[config.mk]
export PLATFORM = sky130hd
export DESIGN_NAME = walkbit_bist
export DESIGN_NICKNAME = d
export VERILOG_FILES = /design/src/rtl/walkbit_pkg.sv /design/src/rtl/walkbit_pattern.sv /design/src/rtl/walkbit_cursor.sv /design/src/rtl/walkbit_result.sv /design/src/rtl/walkbit_bist.sv
export SDC_FILE = /design/constraint.sdc
export NUM_CORES = 1
export LEC_CHECK = 0
export BUFFER_PORTS_ARGS = -buffer_cell sky130_fd_sc_hd__buf_2
export CAP_MARGIN = 10
export CORE_UTILIZATION = 34
export CTS_CLUSTER_DIAMETER = 40
export CTS_CLUSTER_SIZE = 25
export DETAILED_ROUTE_END_ITERATION = 10
export SKIP_CTS_REPAIR_TIMING = 1
export SLEW_MARGIN = 15
export SYNTH_ARGS = -nofsm -noshare
export SYNTH_HDL_FRONTEND = slang
export SYNTH_SLANG_ARGS = --single-unit
[constraint.sdc]
create_clock -name clk -period 4 [get_ports clk]
set_input_delay 0.2 -clock clk [delete_from_list [all_inputs] [get_ports clk]]
set_output_delay 0.2 -clock clk [all_outputs]
set_load 0.05 [all_outputs]
[src/rtl/walkbit_pkg.sv]
package walkbit_pkg;

    localparam int DW = 32;
    localparam int NW = 3;

    typedef enum logic [2:0] {
        S_IDLE,
        S_WRITE,
        S_READ,
        S_WAIT,
        S_DONE
    } state_t;

    typedef enum logic {
        MODE_ONES  = 1'b0,
        MODE_ZEROS = 1'b1
    } mode_t;

    function automatic logic [5:0] width_of(input logic [1:0] wsel);
        return 6'(8 << wsel);
    endfunction

    function automatic logic [2:0] enabled_above(input logic [2:0] mask, input logic [1:0] cur);
        logic [2:0] keep;
        keep = 3'b110 << cur;
        return mask & keep;
    endfunction

    function automatic logic [1:0] lowest_set(input logic [2:0] mask);
        if (mask[0]) return 2'd0;
        if (mask[1]) return 2'd1;
        return 2'd2;
    endfunction

    function automatic logic [DW-1:0] make_pattern(input mode_t m, input int unsigned w,
                                                  input logic [4:0] b);
        logic [DW-1:0] one;
        logic [DW-1:0] lanes;
        one   = DW'(1) << b;
        lanes = (w >= DW) ? '1 : ((DW'(1) << w) - DW'(1));
        return (m == MODE_ONES) ? one : (~one & lanes);
    endfunction

endpackage

[src/rtl/walkbit_pattern.sv]
module walkbit_pattern
    import walkbit_pkg::*;
(
    input  mode_t          mode,
    input  logic [1:0]     wsel,
    input  logic [4:0]     bitpos,
    output logic [DW-1:0]  pattern
);

    logic [DW-1:0] cand [NW];

    for (genvar gi = 0; gi < NW; gi++) begin : g_width
        assign cand[gi] = make_pattern(mode, 8 << gi, bitpos);
    end

    always_comb begin
        pattern = '0;
        for (int i = 0; i < NW; i++) begin
            if (wsel == 2'(i)) pattern = cand[i];
        end
    end

endmodule

[src/rtl/walkbit_cursor.sv]
module walkbit_cursor
    import walkbit_pkg::*;
#(
    parameter int AW = 8,
    localparam int LW = AW + 1
) (
    input  logic          clk,
    input  logic          rst,
    input  logic          load,
    input  logic          step,
    input  logic [2:0]    cfg_mask,
    input  logic [AW-1:0] cfg_base,
    input  logic [LW-1:0] cfg_len,
    output logic [AW-1:0] addr,
    output logic [1:0]    wsel,
    output logic [4:0]    bitpos,
    output logic [5:0]    width,
    output logic          last
);

    logic [2:0]    mask_q;
    logic [AW-1:0] base_q;
    logic [LW-1:0] len_q;
    logic [LW-1:0] off_q;
    logic [1:0]    wsel_q;
    logic [4:0]    bit_q;
    logic          last_bit, last_off, last_w;

    assign width    = width_of(wsel_q);
    assign last_bit = ({1'b0, bit_q} == width - 6'd1);
    assign last_off = (off_q == len_q - LW'(1));
    assign last_w   = (enabled_above(mask_q, wsel_q) == 3'b000);
    assign last     = last_bit && last_off && last_w;
    assign addr     = base_q + off_q[AW-1:0];
    assign wsel     = wsel_q;
    assign bitpos   = bit_q;

    always_ff @(posedge clk) begin
        if (rst) begin
            mask_q <= '0;
            base_q <= '0;
            len_q  <= '0;
            off_q  <= '0;
            wsel_q <= '0;
            bit_q  <= '0;
        end else if (load) begin
            mask_q <= cfg_mask;
            base_q <= cfg_base;
            len_q  <= cfg_len;
            off_q  <= '0;
            bit_q  <= '0;
            wsel_q <= lowest_set(cfg_mask);
        end else if (step) begin
            if (!last_bit) begin
                bit_q <= bit_q + 5'd1;
            end else begin
                bit_q <= '0;
                if (!last_off) begin
                    off_q <= off_q + LW'(1);
                end else begin
                    off_q  <= '0;
                    wsel_q <= lowest_set(enabled_above(mask_q, wsel_q));
                end
            end
        end
    end

    // bit position always stays inside the active width
    a_r4_bit_in_width: assert property (@(posedge clk) disable iff (rst)
        {1'b0, bit_q} < width);

    // bit position advances by one within a word
    a_r4_bit_steps: assert property (@(posedge clk) disable iff (rst)
        (step && !load && !last_bit) |=> (bit_q == $past(bit_q) + 5'd1));

endmodule

[src/rtl/walkbit_result.sv]
module walkbit_result
    import walkbit_pkg::*;
#(
    parameter int AW = 8
) (
    input  logic          clk,
    input  logic          rst,
    input  logic          clear,
    input  logic          capture,
    input  logic [AW-1:0] addr,
    input  logic [DW-1:0] exp_word,
    input  logic [DW-1:0] act_word,
    output logic [AW-1:0] fail_addr,
    output logic [DW-1:0] fail_exp,
    output logic [DW-1:0] fail_act
);

    always_ff @(posedge clk) begin
        if (rst || clear) begin
            fail_addr <= '0;
            fail_exp  <= '0;
            fail_act  <= '0;
        end else if (capture) begin
            fail_addr <= addr;
            fail_exp  <= exp_word;
            fail_act  <= act_word;
        end
    end

    // a captured record really is a miscompare
    a_r7_record_differs: assert property (@(posedge clk) disable iff (rst)
        capture |=> (fail_exp != fail_act));

endmodule

[src/rtl/walkbit_bist.sv]
module walkbit_bist
    import walkbit_pkg::*;
#(
    parameter int AW = 8,
    localparam int LW = AW + 1
) (
    input  logic          clk,
    input  logic          rst,
    input  logic          start,
    input  logic          cfg_mode,
    input  logic [2:0]    cfg_wmask,
    input  logic [AW-1:0] cfg_base,
    input  logic [LW-1:0] cfg_len,
    output logic [AW-1:0] mem_addr,
    output logic [DW-1:0] mem_wdata,
    output logic          mem_we,
    output logic          mem_re,
    input  logic [DW-1:0] mem_rdata,
    input  logic          mem_rvalid,
    output logic          done,
    output logic          pass,
    output logic          fail,
    output logic [AW-1:0] fail_addr,
    output logic [DW-1:0] fail_exp,
    output logic [DW-1:0] fail_act
);

    state_t        state;
    mode_t         mode_q;
    logic          done_q, fail_q;
    logic          accept, trivial, mismatch, last, step, capture;
    logic [1:0]    wsel;
    logic [4:0]    bitpos;
    logic [5:0]    width;
    logic [DW-1:0] pattern;

    assign accept   = start && (state == S_IDLE || state == S_DONE);
    assign trivial  = (cfg_wmask == 3'b000) || (cfg_len == '0);
    assign mismatch = (mem_rdata != pattern);
    assign step     = (state == S_WAIT) && mem_rvalid && !mismatch && !last;
    assign capture  = (state == S_WAIT) && mem_rvalid && mismatch;

    walkbit_cursor #(.AW(AW)) u_cursor (
        .clk      (clk),
        .rst      (rst),
        .load     (accept),
        .step     (step),
        .cfg_mask (cfg_wmask),
        .cfg_base (cfg_base),
        .cfg_len  (cfg_len),
        .addr     (mem_addr),
        .wsel     (wsel),
        .bitpos   (bitpos),
        .width    (width),
        .last     (last)
    );

    walkbit_pattern u_pattern (
        .mode    (mode_q),
        .wsel    (wsel),
        .bitpos  (bitpos),
        .pattern (pattern)
    );

    walkbit_result #(.AW(AW)) u_result (
        .clk       (clk),
        .rst       (rst),
        .clear     (accept),
        .capture   (capture),
        .addr      (mem_addr),
        .exp_word  (pattern),
        .act_word  (mem_rdata),
        .fail_addr (fail_addr),
        .fail_exp  (fail_exp),
        .fail_act  (fail_act)
    );

    always_ff @(posedge clk) begin
        if (rst) begin
            state  <= S_IDLE;
            mode_q <= MODE_ONES;
            done_q <= 1'b0;
            fail_q <= 1'b0;
        end else if (accept) begin
            mode_q <= mode_t'(cfg_mode);
            done_q <= trivial;
            fail_q <= 1'b0;
            state  <= trivial ? S_DONE : S_WRITE;
        end else begin
            case (state)
                S_WRITE: state <= S_READ;
                S_READ:  state <= S_WAIT;
                S_WAIT: begin
                    if (mem_rvalid) begin
                        if (mismatch) begin
                            fail_q <= 1'b1;
                            done_q <= 1'b1;
                            state  <= S_DONE;
                        end else if (last) begin
                            done_q <= 1'b1;
                            state  <= S_DONE;
                        end else begin
                            state <= S_WRITE;
                        end
                    end
                end
                default: ;
            endcase
        end
    end

    assign mem_we    = (state == S_WRITE);
    assign mem_re    = (state == S_READ);
    assign mem_wdata = pattern;
    assign done      = done_q;
    assign fail      = fail_q;
    assign pass      = done_q && !fail_q;

    // a read of the same address follows every write
    a_r6_read_after_write: assert property (@(posedge clk) disable iff (rst)
        mem_we |=> (mem_re && mem_addr == $past(mem_addr)));

    // never a write and a read in one cycle
    a_r6_no_overlap: assert property (@(posedge clk) disable iff (rst)
        !(mem_we && mem_re));

    // the port is quiet once a result is reported
    a_r7_quiet_when_done: assert property (@(posedge clk) disable iff (rst)
        done |-> (!mem_we && !mem_re));

    // single set bit
    a_r2_one_hot: assert property (@(posedge clk) disable iff (rst)
        (mem_we && mode_q == MODE_ONES) |-> ($countones(mem_wdata) == 1));

    // single cleared bit inside the active width
    a_r3_one_cold: assert property (@(posedge clk) disable iff (rst)
        (mem_we && mode_q == MODE_ZEROS) |-> ($countones(mem_wdata) == int'(width) - 1));

    // empty configuration finishes at once with a pass
    a_r9_trivial_pass: assert property (@(posedge clk) disable iff (rst)
        (accept && trivial) |=> (done && pass && !fail));

    // fail holds until a new run is accepted
    a_r7_fail_sticky: assert property (@(posedge clk) disable iff (rst)
        (fail && !start) |=> fail);

    // a start during a run does not restart it
    a_r10_start_ignored: assert property (@(posedge clk) disable iff (rst)
        (start && state == S_READ) |=> (state == S_WAIT));

endmodule

-- Yosys cells after proc, flatten, opt, wreduce, memory -nomap -nowiden
Cells that the tools add are included.
- shifts and indexed selects: 3
- equality and inequality tests: 10
- multiplexer cells: 51
- reduce and logical (&&, ||, !) cells: 32
- bitwise gates (word level): 2
- add/subtract/negate cells: 5
- operators with widths (kind ; count):
    $mux 32 ; 6
    $ne 32x32->1 ; 1
    $not 32->32 ; 1
    $shl 1x5->32 const A ; 1
    $mux 1 ; 25
    $mux 2 ; 12
    $mux 3 ; 5
    $reduce_bool 2->1 ; 5
    $add 9x1->9 const B ; 1
    $eq 9x9->1 ; 1
    $logic_not 3->1 ; 3
    $logic_not 9->1 ; 1
    $mux 9 ; 1
    $pmux 3 s3 ; 1
    $reduce_and 3->1 ; 3
    $sub 9x1->9 const B ; 1
    $add 8x8->8 ; 1
    $logic_and 1x1->1 ; 8
    $eq 3x2->1 const B ; 2
    $eq 5x6->1 ; 1
    $shl 4x2->6 const A ; 1
    $sub 6x1->6 const B ; 1
    $add 5x1->5 const B ; 1
    $mux 5 ; 1
    other kinds (14) ; 19
- register bits: 114
- logic and storage cells: 116
- bits of input ports: 57

-- Longest topological paths before layout
- depth after elaboration: 25
- depth in mapped cells: 17
- mapped depth without buffers: 13

-- Hierarchy
Synthesis repeated with hierarchy kept, for this count alone.
- cells, all modules: 704
- area total of the unflattened synthesis: 6436.2 um2
- modules (own cells, without submodules) (module ; area each (um2) ; cells each ; times used):
    walkbit_result ; 2645.0 ; 233 ; 1
    walkbit_cursor ; 2104.5 ; 240 ; 1
    walkbit_pattern ; 962.2 ; 143 ; 1
    walkbit_bist ; 724.4 ; 88 ; 1

-- Worst setup path before layout
No wires, ideal clock.
- path type: register to register
- from: register u_cursor.bit_q[4] (netlist: u_cursor.bitpos[4])
- to: register u_cursor.off_q[3]
- path slack: 71 ps
- stages on the path, launching flop included: 17
- clock period less this slack: 3929 ps
- arrival: 3860 ps
- path buffers: 5
- required time: 3930 ps
- cell sequence: dfxtp_1 buf_4 clkbuf_1 nand2b_1 clkbuf_1 nor2_1 ha_1 and2_4 o32a_4 a221oi_2 nand4_1 or4_1 buf_4 or3_1 buf_2 or3_1 a21oi_1
- word-level cells in the longest chain between the ends: 11
- elaborated cells on any way between the ends: 17
- RTL lines (item ; line ; source):
    from (decl) ; walkbit_cursor.sv:26 ; logic [4:0] bit_q;
    from (signal assigned) ; walkbit_cursor.sv:55 ; bit_q <= bit_q + 5'd1;
    $shl 1x5->32 ; walkbit_pkg.sv:39 ; one = DW'(1) << b;
    $not 32->32 ; walkbit_pkg.sv:41 ; return (m == MODE_ONES) ? one : (~one & lanes);
    $mux 32 ; walkbit_pkg.sv:41 ;
    $mux 32 (3 in series) ; walkbit_pattern.sv:19 ; if (wsel == 2'(i)) pattern = cand[i];
    $ne 32x32->1 ; walkbit_bist.sv:39 ; assign mismatch = (mem_rdata != pattern);
    $logic_not 1->1 ; walkbit_bist.sv:40 ; assign step = (state == S_WAIT) && mem_rvalid && !mismatch && !last;
    $logic_and 1x1->1 (2 in series) ; walkbit_bist.sv:40 ;
    $reduce_and 2->1 (no source line) * ; - ;
    to (signal assigned) ; walkbit_cursor.sv:59 ; off_q <= off_q + LW'(1);
    to (decl) ; walkbit_cursor.sv:24 ; logic [LW-1:0] off_q;
Mark *: on every way between the ends. The rest lies on a longest branch, timed or not.
A chain may end at the register's enable or synchronous reset.

-- Worst setup path after layout
- from: register u_cursor.bit_q[1] (netlist: u_cursor.bitpos[1])
- to: register u_result.fail_exp[10]
- word-level cells in the longest chain between the ends: 8
- elaborated cells on any way between the ends: 10
- RTL lines (item ; line ; source):
    $shl 1x5->32 * ; walkbit_pkg.sv:39 ;
    $not 32->32 ; walkbit_pkg.sv:41 ;
    $mux 32 ; walkbit_pkg.sv:41 ;
    $mux 32 (2 in series) ; walkbit_pattern.sv:19 ;
    $mux 32 * ; walkbit_pattern.sv:19 ;
    $ne 32x32->1 ; walkbit_bist.sv:39 ;
    $logic_and 1x1->1 ; walkbit_bist.sv:41 ; assign capture = (state == S_WAIT) && mem_rvalid && mismatch;
    to (signal assigned) ; walkbit_result.sv:25 ; fail_exp <= exp_word;
    to (decl) ; walkbit_result.sv:14 ; output logic [DW-1:0] fail_exp,
Marked as above.

==> impl_metrics.ini <==
[power]
vdd_drop_max_uv = 306
p_leak_nw = 3.96
power_density_nw_per_um2 = 479

[setup_path]
cp_max_fo = 7
worstSetupPathType = flop to flop
crit_arrival_ps = 4080
r2r_slack_ps = 200
r2r-end = u_result.fail_exp[10]$_SDFFE_PP0P_
critPathLaunchType = flop
critPathRequiredTime_ps = 4280
rr_startpoint = u_cursor.bitpos[1]$_SDFFE_PP0P_
crit_path_end_kind = flop
reg2reg_depth = 15

[global_route]
gr-total-overflow = 0
grt_pass1_vias = 6486
antenna_found_initial = 0
grt_max_degree = 78
grt_pass1_wl_um = 34800
track_usage_pct = 20.5

[die]
row_count = 52
ios = 174
start_util_pct = 34.9
dieArea_um2 = 21600
design.core.area_um2 = 20400
fp.dieW_um = 147
die_h_um = 147

[clock_network]
numClockSinks = 113
cts_tree = done
ctsHtreeMaxLevel = 4
cts_made_buffers = 17
clk_pin_slew_ps = 60
clk_latency_ps = 420
root_buffer = clkbuf_16
clockBufferDepth = 2

[worst_hold_path]
min_path_cells = 3
min-delay-start = cfg_base[7]
hp-class = input port to flop
hold-path-endpoint = u_cursor.base_q[7]$_SDFFE_PP0P_

[logic_synthesis]
mappedNetlistNets = 1014
synth_ff_type = dfxtp_1
ys_warn_count = 0
synth_area_um2 = 7140
synth_area_per_cell_um2 = 7.78
ys_top_cells_by_area = dfxtp_1 (32%), ha_1 (6.8%), nand2_1 (6.1%), nand3_1 (5.5%), o21ai_0 (4.3%)
yosysTopAreaCellShare_pct = 31.7
synth-seq-cells = 113
synth_cells = 917
ys_async_sr_fraction_pct = 0
synth.yosys.seq_area_share_pct = 31.7
ys_types = 75
synth_top_area_cell = dfxtp_1
synth_edf_count = 0

[drt]
wirelength_um = 22000
drtPass1Iterations = 5
drt-met1-wl_um = 10000
avgViaCountPerCell = 5.18
drt-initial-drc-count = 397
routed.top_layer = met4
drcViolationCount = 0
wl_per_cell_um = 16.1
postRouteAntennaNets = 0
via_count = 7093
dr_wl_met3_um = 1510
met2_length_um = 10100

[sta]
rsz0062_at_grt = no
fin_crit_ps = 3800
period_share_pct = 95.1
maxSlewViolCount = 0
worst_pin_slew_ps = 867
fmax_ghz = 0.263
fin_skew_ps = 7.66
setup_viol_count_final = 0
slew-limit-headroom_pct = 42.1
finalSetupTns_ps = 0
final-hold-violation-count = 0

[final_layout]
instances_no_fill = 1369
antenna_cells = 0
area_delta_synth_final_pct = 27.3
final_nets = 1183
final_cell_mix = buf_2 (173), nand2_1 (116), dfxtp_1 (112)
drive_above_1_share_pct = 25.6
final_common_cell = buf_2

[outcome]
status = completed

[job]
maxCapViolations = 0

[placement]
hpwl_um = 16400
routabilityCongestion = 0.872
dp_cells = 1328
io_buffers = 173
[critical path, cell delays in order, from the launching register on]
cell and delay, ps:
dfxtp_1 350, ha_4 190, ha_1 190, inv_1 110
nor2_1 70, ha_1 340, and2_4 180, o32a_4 330
a221oi_2 310, nand4_1 130, or4_4 480, o31ai_4 390
buf_12 180, buf_4 170, mux2i_1 190, nor2_1 50
[per-stage QoR]
step	util (%)	hold WS (ps)	worst slack, ps	power [W]	instance area (um^2)
after global placement	41.1	443	177	0.00285	8390
final	44.5	11.2	197	0.00435	9090
after global routing	44.5	5.46	4.58	0.00458	9090
after CTS	43.9	-3.46	20.2	0.00436	8960
after floorplan	-	336	70.6	0.00244	7140
after detailed placement	41.1	446	49.0	0.00286	8390
[layout make-up]
class                      count  area [um^2]
tap                          270          338
multi-input combinational    699         4470
inverter                      40          150
clock buffer                  22          464
sequential                   113         2260
fill                        2130        11300
clock inverter                10          109
timing repair buffer         215         1290
[cells in the mapped netlist (4+ instances only)]
cell type	n
nor4bb_1	4
xor2_1	25
and3_1	5
dfxtp_1	113
a221oi_1	4
buf_4	5
xnor2_1	29
nand3_1	78
nor2b_1	17
clkbuf_1	40
nand2_1	116
buf_6	4
a21oi_1	48
nor4_1	10
nor3_1	12
nand2b_1	12
o311ai_0	4
nand4_1	11
or4_1	5
ha_1	39
inv_1	39
o31ai_1	29
mux2i_1	14
or3_1	10
mux2_2	7
buf_2	13
o21ai_0	61
and2_1	5
nor2_1	78
o2bb2ai_1	5
[per-layer routing]
metal  up-vias  GRT usage, %
li1       3584             -
met1      3262          26.7
met2       227          32.8
met3        20          5.31
met4         0          7.11
met5         -             0
[registers in the layout (all words and copies together), names as in the netlist, 2 cells and up]
| name | cells |
|---|---|
| u_result.fail_exp | 32 |
| u_result.fail_addr | 8 |
| u_cursor.bitpos | 5 |
| u_result.fail_act | 32 |
| state | 3 |
| u_cursor.mask_q | 2 |
| u_cursor.wsel | 2 |
| u_cursor.len_q | 9 |
| u_cursor.off_q | 9 |
| u_cursor.base_q | 8 |
[worst max path at each step]
stage                                          from                            endpoint  slack (ps)  depth (start not counted)
floorplan           u_cursor.bitpos[4]$_SDFFE_PP0P_      u_cursor.off_q[3]$_SDFFE_PP0P_          70                         16
global placement    u_cursor.bitpos[0]$_SDFFE_PP0P_      u_cursor.off_q[3]$_SDFFE_PP0P_         180                         13
detailed placement  u_cursor.bitpos[0]$_SDFFE_PP0P_      u_cursor.off_q[3]$_SDFFE_PP0P_          50                         13
CTS                 u_cursor.bitpos[0]$_SDFFE_PP0P_      u_cursor.off_q[3]$_SDFFE_PP0P_          20                         13
global route        u_cursor.bitpos[0]$_SDFFE_PP0P_   u_result.fail_exp[6]$_SDFFE_PP0P_           5                         16
finish              u_cursor.bitpos[1]$_SDFFE_PP0P_  u_result.fail_exp[10]$_SDFFE_PP0P_         200                         15
[logic make-up after synthesis]
family / synth area share (%)
AND/OR/NAND/NOR: 26.9
AO/OA/AOI/OAI: 18.2
flip-flops: 31.7
buffers and inverters: 6.43
XOR/XNOR: 6.63
adder cells (fa/ha/maj): 7.12
multiplexers: 3.07
[power by group]
group | internal, W | switching, W
combinational | 0.000514 | 0.00108
clock | 0.000944 | 0.000545
sequential | 0.00119 | 0.0000709
No activity file was read; power rests on OpenSTA's default activity.
